## src/rtl/wdqs_pkg.sv

```systemverilog
package wdqs_pkg;
  typedef enum logic [2:0] {
    PH_IDLE = 3'd0,
    PH_WAIT = 3'd1,
    PH_PRE  = 3'd2,
    PH_DATA = 3'd3,
    PH_POST = 3'd4
  } wdqs_phase_t;
endpackage

```

## src/rtl/wdqs_lat_timer.sv

```systemverilog
// Counts the internal half-cycles between start and preamble.
module wdqs_lat_timer #(
  parameter int WL_W = 4
) (
  input  logic            clk,
  input  logic            rst_n,
  input  logic            load_i,
  input  logic [WL_W-1:0] wlat_i,
  input  logic            dec_i,
  output logic            zero_o
);
  localparam int CW = WL_W + 1;

  logic [CW-1:0]   cnt_q, cnt_d;
  logic [WL_W-1:0] wl_eff;
  logic [CW-1:0]   half_cycles;

  // Latency 0 is clamped to 1 memory clock.
  always_comb begin
    wl_eff      = (wlat_i == '0) ? WL_W'(1) : wlat_i;
    half_cycles = {wl_eff, 1'b0};
  end

  always_comb begin
    cnt_d = cnt_q;
    if (load_i) begin
      cnt_d = half_cycles - CW'(2);
    end else if (dec_i && (cnt_q != '0)) begin
      cnt_d = cnt_q - CW'(1);
    end
  end

  always_ff @(posedge clk or negedge rst_n) begin
    if (!rst_n) begin
      cnt_q <= '0;
    end else begin
      cnt_q <= cnt_d;
    end
  end

  assign zero_o = (cnt_q == '0);
endmodule

```

## src/rtl/wdqs_burst_buf.sv

```systemverilog
// Holds the burst words and launches the selected one onto the bus.
module wdqs_burst_buf #(
  parameter int DW    = 16,
  parameter int BURST = 4
) (
  input  logic                  clk,
  input  logic                  rst_n,
  input  logic                  cap_i,
  input  logic [BURST*DW-1:0]   words_i,
  input  logic                  drive_i,
  input  logic [$clog2(BURST)-1:0] sel_i,
  output logic [DW-1:0]         dq_o
);
  logic [DW-1:0] slot_q [BURST];
  logic [DW-1:0] dq_d, dq_q;

  for (genvar g = 0; g < BURST; g++) begin : g_slot
    always_ff @(posedge clk or negedge rst_n) begin
      if (!rst_n) begin
        slot_q[g] <= '0;
      end else if (cap_i) begin
        slot_q[g] <= words_i[g*DW +: DW];
      end
    end
  end

  always_comb begin
    dq_d = drive_i ? slot_q[sel_i] : '0;
  end

  always_ff @(posedge clk or negedge rst_n) begin
    if (!rst_n) begin
      dq_q <= '0;
    end else begin
      dq_q <= dq_d;
    end
  end

  assign dq_o = dq_q;
endmodule

```

## src/rtl/wdqs_phase_fsm.sv

```systemverilog
// Burst sequencer: wait, preamble, data beats, postamble.
module wdqs_phase_fsm
  import wdqs_pkg::*;
#(
  parameter int BURST = 4
) (
  input  logic                     clk,
  input  logic                     rst_n,
  input  logic                     start_i,
  input  logic                     tmr_zero_i,
  output logic                     tmr_load_o,
  output logic                     tmr_dec_o,
  output logic                     cap_o,
  output logic                     drive_n_o,
  output logic [$clog2(BURST)-1:0] sel_n_o,
  output logic                     dqs_o,
  output logic                     dqs_oe_o,
  output logic                     dq_oe_o,
  output logic                     busy_o,
  output logic                     err_o
);
  localparam int BW = $clog2(BURST);
  localparam logic [BW-1:0] LAST = BW'(BURST - 1);

  wdqs_phase_t ph_q, ph_d;
  logic [BW-1:0] beat_q, beat_d;
  logic dqs_q, dqs_d, sen_q, sen_d, den_q, den_d, err_q, err_d;
  logic accept;

  assign accept = start_i && (ph_q == PH_IDLE);

  // next-state
  always_comb begin
    ph_d       = ph_q;
    beat_d     = beat_q;
    tmr_load_o = 1'b0;
    tmr_dec_o  = 1'b0;
    unique case (ph_q)
      PH_IDLE: begin
        if (accept) begin
          ph_d       = PH_WAIT;
          tmr_load_o = 1'b1;
        end
      end
      PH_WAIT: begin
        tmr_dec_o = 1'b1;
        if (tmr_zero_i) begin
          ph_d = PH_PRE;
        end
      end
      PH_PRE: begin
        ph_d   = PH_DATA;
        beat_d = '0;
      end
      PH_DATA: begin
        if (beat_q == LAST) begin
          ph_d = PH_POST;
        end else begin
          beat_d = beat_q + BW'(1);
        end
      end
      PH_POST: ph_d = PH_IDLE;
      default: ph_d = PH_IDLE;
    endcase
  end

  // next outputs, decoded from the next state so that they leave a flop
  always_comb begin
    sen_d = (ph_d == PH_PRE) || (ph_d == PH_DATA) || (ph_d == PH_POST);
    den_d = (ph_d == PH_DATA);
    dqs_d = den_d && !beat_d[0];
    err_d = start_i && (ph_q != PH_IDLE);
  end

  always_ff @(posedge clk or negedge rst_n) begin
    if (!rst_n) begin
      ph_q   <= PH_IDLE;
      beat_q <= '0;
      dqs_q  <= 1'b0;
      sen_q  <= 1'b0;
      den_q  <= 1'b0;
      err_q  <= 1'b0;
    end else begin
      ph_q   <= ph_d;
      beat_q <= beat_d;
      dqs_q  <= dqs_d;
      sen_q  <= sen_d;
      den_q  <= den_d;
      err_q  <= err_d;
    end
  end

  assign cap_o     = accept;
  assign drive_n_o = den_d;
  assign sel_n_o   = beat_d;
  assign dqs_o     = dqs_q;
  assign dqs_oe_o  = sen_q;
  assign dq_oe_o   = den_q;
  assign busy_o    = (ph_q != PH_IDLE);
  assign err_o     = err_q;
endmodule

```

## src/rtl/wdqs_burst_gen.sv

```systemverilog
module wdqs_burst_gen #(
  parameter int DW    = 16,
  parameter int BURST = 4,
  parameter int WL_W  = 4
) (
  input  logic                clk,
  input  logic                rst_n,
  input  logic                start_i,
  input  logic [WL_W-1:0]     wlat_i,
  input  logic [BURST*DW-1:0] words_i,
  output logic                dqs_o,
  output logic                dqs_oe_o,
  output logic [DW-1:0]       dq_o,
  output logic                dq_oe_o,
  output logic                busy_o,
  output logic                proto_err_o
);
  localparam int BW = $clog2(BURST);

  logic          tmr_load, tmr_dec, tmr_zero, cap, drive_n;
  logic [BW-1:0] sel_n;

  wdqs_lat_timer #(.WL_W(WL_W)) u_timer (
    .clk    (clk),
    .rst_n  (rst_n),
    .load_i (tmr_load),
    .wlat_i (wlat_i),
    .dec_i  (tmr_dec),
    .zero_o (tmr_zero)
  );

  wdqs_phase_fsm #(.BURST(BURST)) u_fsm (
    .clk        (clk),
    .rst_n      (rst_n),
    .start_i    (start_i),
    .tmr_zero_i (tmr_zero),
    .tmr_load_o (tmr_load),
    .tmr_dec_o  (tmr_dec),
    .cap_o      (cap),
    .drive_n_o  (drive_n),
    .sel_n_o    (sel_n),
    .dqs_o      (dqs_o),
    .dqs_oe_o   (dqs_oe_o),
    .dq_oe_o    (dq_oe_o),
    .busy_o     (busy_o),
    .err_o      (proto_err_o)
  );

  wdqs_burst_buf #(.DW(DW), .BURST(BURST)) u_buf (
    .clk     (clk),
    .rst_n   (rst_n),
    .cap_i   (cap),
    .words_i (words_i),
    .drive_i (drive_n),
    .sel_i   (sel_n),
    .dq_o    (dq_o)
  );
endmodule

```

## config.mk

```make
export PLATFORM = sky130hd
export DESIGN_NAME = wdqs_burst_gen
export DESIGN_NICKNAME = d
export VERILOG_FILES = /design/src/rtl/wdqs_pkg.sv /design/src/rtl/wdqs_lat_timer.sv /design/src/rtl/wdqs_burst_buf.sv /design/src/rtl/wdqs_phase_fsm.sv /design/src/rtl/wdqs_burst_gen.sv
export SDC_FILE = /design/constraint.sdc
export NUM_CORES = 1
export LEC_CHECK = 0
export BUFFER_PORTS_ARGS = -buffer_cell sky130_fd_sc_hd__buf_4
export CAP_MARGIN = 20
export CORE_MARGIN = 1.5
export CORE_UTILIZATION = 51
export CTS_BUF_LIST = sky130_fd_sc_hd__clkbuf_8
export DETAILED_ROUTE_END_ITERATION = 12
export GPL_TIMING_DRIVEN = 0
export PLACE_DENSITY_LB_ADDON = 0.08
export SLEW_MARGIN = 20
export SYNTH_ARGS = -nofsm -noshare
export SYNTH_HDL_FRONTEND = slang
export SYNTH_SLANG_ARGS = --single-unit
```

## constraint.sdc

```tcl
create_clock -name clk -period 1.72 [get_ports clk]
set_input_delay 0.172 -clock clk [delete_from_list [all_inputs] [get_ports clk]]
set_output_delay 0.172 -clock clk [all_outputs]
set_load 0.02 [all_outputs]
```

==> run_results.csv, run 1 <==
group,metric,value,unit
placement,gp_congestion,0.856,
synthesis,synth_flop_cell,"dfrtp_1",
pwr,p_leak,2.85,nW
synthesis,syn-num-nets,529,
final_layout,area_growth,32.8,%
sta,fin_worst_skew,0.0123,ns
synthesis,ys_seq_area_frac,0.568,
critical_path,crit_chain,"buf_6 -> or4b_4 -> buf_8 -> buf_8 -> nand2_1 -> nand2_1",
final_layout,fillers,622,
critical_path,worstPathArrival,1.90,ns
pwr,p_clk_frac,0.149,
route,wl,10600,um
critical_path,path_delay_family,"simple AND/OR/NAND/NOR gates",
critical_path,cp-start-kind,"register",
synthesis,syn_avg_cell_area,9.10,um2
cts,numCtsBuffers,9,
critical_path,crit_path_end_kind,"register",
floorplan,die_w,93.1,um
placement,dp_cells,648,
critical_path,cp.buffers_inverters,3,
hold_path,hold_class,"input port to register",
placement,dp_hpwl,7110,um
cts,cts_sinks,94,
floorplan,dieHeight,93.1,um
cts,path_clk_slew,0.09,ns
floorplan,core,7810,um2
grt,grt.overflow.total,0,
cts,tritoncts,"done",
sta,tightest_slew,0.840,ns
route,vias_per_cell,5.11,
cts,htree_num_levels,3,
pwr,peakVddDrop,0.751,mV
pwr,combPwrFrac,0.438,
sta,finalSetupTns,0,ns
sta,rsz0062_at_grt,"true",
synthesis,ys_ff_latch,94,
route,detail-route-antenna-nets,0,
critical_path,crit_type,"register to register",
critical_path,cpPeakStageDelay,0.57,ns
final_layout,final_cell_count_no_fill,695,
grt,grtUsageTotal,0.263,
grt,grt_pass1_wl,17300,um
pwr,p_switching,3.60,mW
floorplan,num_rows,32,
placement,portBuffers,91,
pwr,p_seq_frac,0.413,
route,first_iter_violations,223,
synthesis,ys_types,39,
synthesis,yosys_warnings,0,
critical_path,critical_path_depth,6,
final_layout,diodes,0,
critical_path,critPathRequiredTime,1.96,ns
sta,setup_viol_count_final,0,
sta,max_slew_margin,0.440,
route,dr.pass1.iters,4,
route,wl_per_cell,15.2,um
synthesis,synth_area,4140,um2
sta,report.final.slew_viol_count,0,
floorplan,dieArea,8670,um2
grt,first_global_vias,3582,
synthesis,synthArstFlopShare,1.00,
sta,fin_crit_sh,0.963,
synthesis,synth_top_area_frac,0.568,
pwr,switching_share,0.402,
sta,timing.fmax,0.604,GHz
synthesis,yosys-top-cells-area,"dfrtp_1 (57%), nand2_1 (19%), mux2i_1 (3.9%), a31oi_1 (2.6%), or2_2 (2.4%)",
pwr,intPower,5.35,mW
cts,insertion_delay,0.36,ns
synthesis,synth_top_cell_by_area,"dfrtp_1",
final_layout,drive_gt1_frac,0.255,
grt,grt_antenna_before_repair,0,
synthesis,synth.most_common_cell,"nand2_1",
hold_path,holdPathStages,3,
synthesis,synth_edf_count,0,
critical_path,crit_slowest_cell,"or4b_4",
synthesis,netlist_instances,455,
critical_path,rr_worst_depth,6,
cts,cts_root_buf,"clkbuf_8",
flow_run,drv_cap,0,
sta,min_period,1.66,ns
critical_path,path_max_fanout,10,
pwr,power_density,1630,nW/um2
synthesis,synthTopCellsByCount,"nand2_1 (209), dfrtp_1 (94), o21ai_0 (18)",
final_layout,fin_nets,663,
route,vias,3552,
grt,grt_max_degree,95,
sta,hold_viol,0,
cts,clockBufferDepth,2,
floorplan,start_util,0.530,
outcome,status,"complete, no violations",
floorplan,ioPinCount,92,
route,drc,0,
-- worst register-to-register path, delay by kind of cell (launching register included) --
family	cells	cell delay, ns
buf+inv	3	0.46
flops	1	0.39
simple gates	3	0.71
-- final cells by class --
type | count | area [um2] | share of cell area
Buffer | 29 | 188 | 0.0341
Clock buffer | 10 | 138 | 0.0250
Clock inverter | 5 | 36.3 | 0.00660
Inverter | 4 | 15.0 | 0.00273
Multi-Input combinational cell | 327 | 1630 | 0.296
Sequential cell | 94 | 2350 | 0.428
Tap cell | 102 | 128 | 0.0232
Timing Repair Buffer | 124 | 1010 | 0.185
-- flip-flops by register name, summed over array words and instances, names as in the netlist --
register / count
u_buf.dq_o: 16
u_buf.slot_q: 64
u_fsm.beat_q: 2
u_fsm.dq_oe_o: 1
u_fsm.dqs_o: 1
u_fsm.dqs_oe_o: 1
u_fsm.err_o: 1
u_fsm.ph_q: 3
u_timer.cnt_q: 5
-- metal layers --
layer  wire length (um)  up-vias  GRT usage
met5                  0        -          0
met4                133        0     0.0884
met3                484       13     0.0537
met2               5320       91      0.437
met1               4650     1717      0.343
li1                   -     1731          -
-- path summary, 6_finish.rpt --
path / end / slack [ns] / from
max in group asynchronous: u_buf.slot_q[34] / 0.70 / rst_n
min in group asynchronous: u_timer.cnt_q[2] / 0.46 / rst_n
setup reg to reg: u_buf.slot_q[53] / 0.06 / u_fsm.ph_q[0]
setup / recovery: u_buf.slot_q[53] / 0.06 / u_fsm.ph_q[0]
hold reg to reg: u_buf.slot_q[2] / 0.48 / u_buf.slot_q[2]
hold / removal: u_buf.slot_q[48] / 0.007 / words_i[0]
-- metrics by stage --
step | area [um2] | util | hold slack (ns) | power (mW) | setup slack [ns]
floorplan | 4140 | - | -0.124 | 6.17 | 0.114
finish | 5500 | 0.704 | 0.00673 | 8.95 | 0.0641
detailed placement | 4960 | 0.635 | 0.318 | 7.47 | -0.253
global placement | 4950 | 0.634 | 0.362 | 7.30 | -0.172
global route | 5500 | 0.704 | 0.00604 | 9.63 | -0.0127
CTS | 5470 | 0.700 | 0.00000186 | 8.89 | 0.00954
-- cell usage in the layout, fill, tap and decap left out, drive strengths merged, types with 2 or more instances in the layout --
cell type,count
ha,3
or2,16
nand3,4
dlygate4sd3,32
or4b,2
or3,2
dfrtp,94
a21oi,6
o211ai,2
or4,2
nor4b,2
and2,2
clkinv,2
mux2i,16
inv,4
clkbuf,26
buf,105
clkinvlp,3
nor2b,2
nor2,8
o21ai,18
nand2b,2
a31oi,17
nand2,209
-- timing repair --
item / CTS / global route
pin swaps: 1 / 1
buffers inserted: 0 / 1
gates cloned: 0 / 0
hold buffers: 32 / 0
resized for setup: 9 / 13
hold endpoints to repair: 125 / 0
setup endpoints to repair: 51 / 34
-- power groups by stage --
stage | clock network, mW | logic, mW | registers (mW)
2_1_floorplan | 0 | 2.47 | 3.71
3_5_place_dp | 0 | 3.77 | 3.70
6_report | 1.33 | 3.93 | 3.70
5_1_grt | 1.45 | 4.38 | 3.80
4_1_cts | 1.35 | 3.87 | 3.67
3_3_place_gp | 0 | 3.65 | 3.66
-- kinds of logic (layout without fill, tap and decap cells) --
family	Yosys count	in the layout	synth area share
AND/OR/NAND/NOR	257	257	0.266
flip-flops	94	94	0.568
AO/OA/AOI/OAI	50	50	0.0722
buffers and inverters	34	172	0.0444
multiplexers	16	16	0.0387
adder cells (fa/ha/maj)	3	3	0.00906
XOR/XNOR	1	1	0.00212
Note: power is estimated with default switching activity, not from simulation.
==> run 2: changes to the inputs <==
- ABC_AREA: unset -> 1
- BUFFER_PORTS_ARGS: -buffer_cell sky130_fd_sc_hd__buf_4 -> unset
- CORE_UTILIZATION: 51 -> 59
- DONT_BUFFER_PORTS: unset -> 1
==> run 2 against run 1 <==
Net effect: sequential share of layout area grew 2.0 points; the flow now finishes with violations (negative hold slack); clock skew shrank 0.0065 ns; via count grew 2.5%; critical endpoint is now u_buf.dq_o[6].
==> run_results.csv, run 2 <==
group,metric,value,unit
outcome,status,"finished with violations",
outcome,failed_checks,"negative hold slack",
critical_path,crit_path_end_kind,"register",
critical_path,path_delay_family,"simple AND/OR/NAND/NOR gates",
sta,fin_worst_skew,0.00578,ns
floorplan,start_util,0.617,
route,vias_per_cell,5.35,
pwr,power_density,1790,nW/um2
critical_path,r2r-start,"u_fsm.ph_q[1]",
pwr,peakVddDrop,0.810,mV
route,dr.pass1.iters,5,
hold_path,hold_class,"input port to async pin",
floorplan,dieArea,7700,um2
synthesis,synth_xor_area_frac,0.00207,
critical_path,rr_worst_depth,8,
floorplan,die_w,87.8,um
cts,cts_setup_buffers,0,
pwr,p_leak,2.59,nW
grt,first_global_vias,3516,
final_layout,fillers,499,
critical_path,cp-start-kind,"register",
final_layout,drive_gt1_frac,0.0872,
pwr,total_power,9.40,mW
synthesis,yosys_warnings,0,
route,first_iter_violations,290,
synthesis,syn-num-nets,578,
critical_path,r2r_slack,0.12,ns
final_layout,top_register,"u_buf.slot_q",
sta,min_period,1.60,ns
sta,hold_viol,94,
synthesis,synth_flop_cell,"dfrtp_1",
cts,htree_num_levels,3,
placement,gp_congestion,0.861,
synthesis,synth_top_family_by_area,"simple AND/OR/NAND/NOR gates",
floorplan,core,6870,um2
critical_path,path_max_fanout,10,
cts,clockBufferDepth,2,
synthesis,synthArstFlopShare,1.00,
critical_path,reg2reg_to,"u_buf.dq_o[6]",
synthesis,synth_compound_area_frac,0.0948,
synthesis,synth_edf_count,0,
critical_path,critPathRequiredTime,2.00,ns
synthesis,synth_top_cell_by_area,"dfrtp_1",
cts,path_clk_slew,0.08,ns
cts,cts.hold.buffers_added,65,
critical_path,crit_slowest_cell,"dfrtp_1",
grt,grtUsageTotal,0.302,
grt,grt.overflow.total,0,
final_layout,diodes,0,
synthesis,synthAdderAreaFrac,0.00886,
cts,insertion_delay,0.36,ns
sta,timing.fmax,0.623,GHz
synthesis,yosys.area_share.simple,0.244,
synthesis,ys_types,24,
placement,dp_hpwl,6960,um
synthesis,synthTopCellsByCount,"nand2_1 (146), dfrtp_1 (94), inv_1 (62)",
final_layout,fin_nets,654,
route,drc,0,
route,wl_per_cell,16.0,um
flow_run,drv_cap,0,
sta,tightest_slew,0.462,ns
synthesis,ys_seq_area_frac,0.555,
route,wl,10900,um
synthesis,synth.most_common_cell,"nand2_1",
cts,tritoncts,"done",
sta,holdWs,-0.501,ns
synthesis,syn_avg_cell_area,8.41,um2
placement,portBuffers,0,
cts,numCtsBuffers,9,
critical_path,crit_type,"register to register",
synthesis,synthMuxAreaShare,0,
cts,cts_root_buf,"clkbuf_8",
floorplan,dieHeight,87.8,um
sta,report.final.slew_viol_count,0,
synthesis,netlist_instances,504,
sta,setup_viol_count_final,0,
cts,cts_sinks,94,
sta,rsz0062_at_grt,"false",
final_layout,largest_reg_flops,64,
route,vias,3641,
sta,finalSetupTns,0,ns
synthesis,synth_area,4240,um2
critical_path,crit_chain,"nand2_2 -> nand2_1 -> nand2_1 -> nand2_2 -> inv_2 -> buf_6 -> nand3_1 -> a21oi_1",
final_layout,layout_common_cells,"nand2_1 (145), dfrtp_1 (94), dlygate4sd3_1 (65)",
grt,grt_antenna_before_repair,0,
floorplan,ioPinCount,92,
critical_path,cp.buffers_inverters,2,
critical_path,cpPeakStageDelay,0.45,ns
grt,grt_max_degree,95,
sta,fin_crit_sh,0.933,
synthesis,synth_top_area_frac,0.555,
route,detail-route-antenna-nets,0,
sta,max_slew_margin,0.692,
synthesis,ys_ff_latch,94,
final_layout,area_growth,24.0,%
floorplan,num_rows,30,
grt,grt_pass1_wl,17200,um
final_layout,final_common_cell,"nand2_1",
critical_path,worstPathArrival,1.89,ns
synthesis,yosys-top-cells-area,"dfrtp_1 (56%), nand2_1 (13%), nand3_1 (6.5%), o21ai_0 (5.7%), inv_1 (5.5%)",
[run 2: cell types whose count changed after synthesis, sizes merged, moves of 9 or more]
cell	change
inv	+61
nand2	-59
nand3	+52
o21ai	+40
a31oi	-16
mux2i	-16
nand3b	+15
or2	-15
a21oi	+12
clkbuf	-9
[run 2: how the worst max path moves through the flow]
| stage | start | end | slack, ns | cells past startpoint |
|---|---|---|---|---|
| global route | u_fsm.ph_q[2] | u_buf.dq_o[6] | 0.005 | 8 |
| CTS | u_fsm.ph_q[2] | u_buf.dq_o[1] | 0.07 | 7 |
| global placement | u_fsm.ph_q[2] | u_buf.dq_o[1] | 0.13 | 7 |
| floorplan | u_fsm.ph_q[2] | u_buf.dq_o[11] | 0.45 | 7 |
| finish | u_fsm.ph_q[1] | u_buf.dq_o[6] | 0.12 | 8 |
| detailed placement | u_fsm.ph_q[2] | u_buf.dq_o[1] | 0.08 | 7 |
[run 2: where the power goes]
group | switching, mW | internal, mW | total, mW | leakage, nW
Combinational | 2.58 | 1.48 | 4.06 | 1.30
Clock | 0.747 | 0.844 | 1.59 | 0.119
Sequential | 0.564 | 3.19 | 3.75 | 1.18
Total | 3.89 | 5.51 | 9.40 | 2.59
[run 2: area by class of cell]
type | instances | area [um2] | share of cell area
clock inverters | 6 | 77.6 | 0.0148
plain buffers | 27 | 164 | 0.0312
well taps | 96 | 120 | 0.0229
clock buffers | 10 | 138 | 0.0262
repair buffers | 65 | 651 | 0.124
multi-input cells | 318 | 1510 | 0.287
flip-flops and latches | 94 | 2350 | 0.448
inverters | 65 | 244 | 0.0464
[run 2: what timing repair did]
| action | 4_1_cts | 5_1_grt |
|---|---|---|
| resized for setup | 0 | 14 |
| endpoints found under the hold margin | 159 | 94 |
| setup endpoints to repair | 0 | 65 |
[run 2: per-layer routing]
| layer | track usage | routed length [um] | up-vias |
|---|---|---|---|
| li1 | - | - | 1741 |
| met1 | 0.399 | 4710 | 1720 |
| met2 | 0.499 | 5270 | 163 |
| met3 | 0.0518 | 710 | 17 |
| met4 | 0.117 | 210 | 0 |
| met5 | 0 | 0 | - |
[run 2: through the flow]
stage | setup WS [ns] | hold WS [ns] | util | cells | cell area, um2
2_1_floorplan | 0.447 | -0.124 | - | 504 | 4240
3_3_place_gp | 0.128 | -0.122 | 0.634 | 600 | 4360
3_5_place_dp | 0.0789 | -0.122 | 0.634 | 600 | 4360
4_1_cts | 0.0651 | -0.517 | 0.760 | 681 | 5220
5_1_grt | 0.00526 | -0.525 | 0.765 | 681 | 5260
6_report | 0.116 | -0.501 | 0.765 | 681 | 5260
[run 2: logic make-up after synthesis]
group | Yosys count
and+or+nand+nor | 235
AOI/OAI and AO/OA | 79
adders and majority gates | 3
buffers and inverters | 92
DFF | 94
xor gates and xnor gates | 1
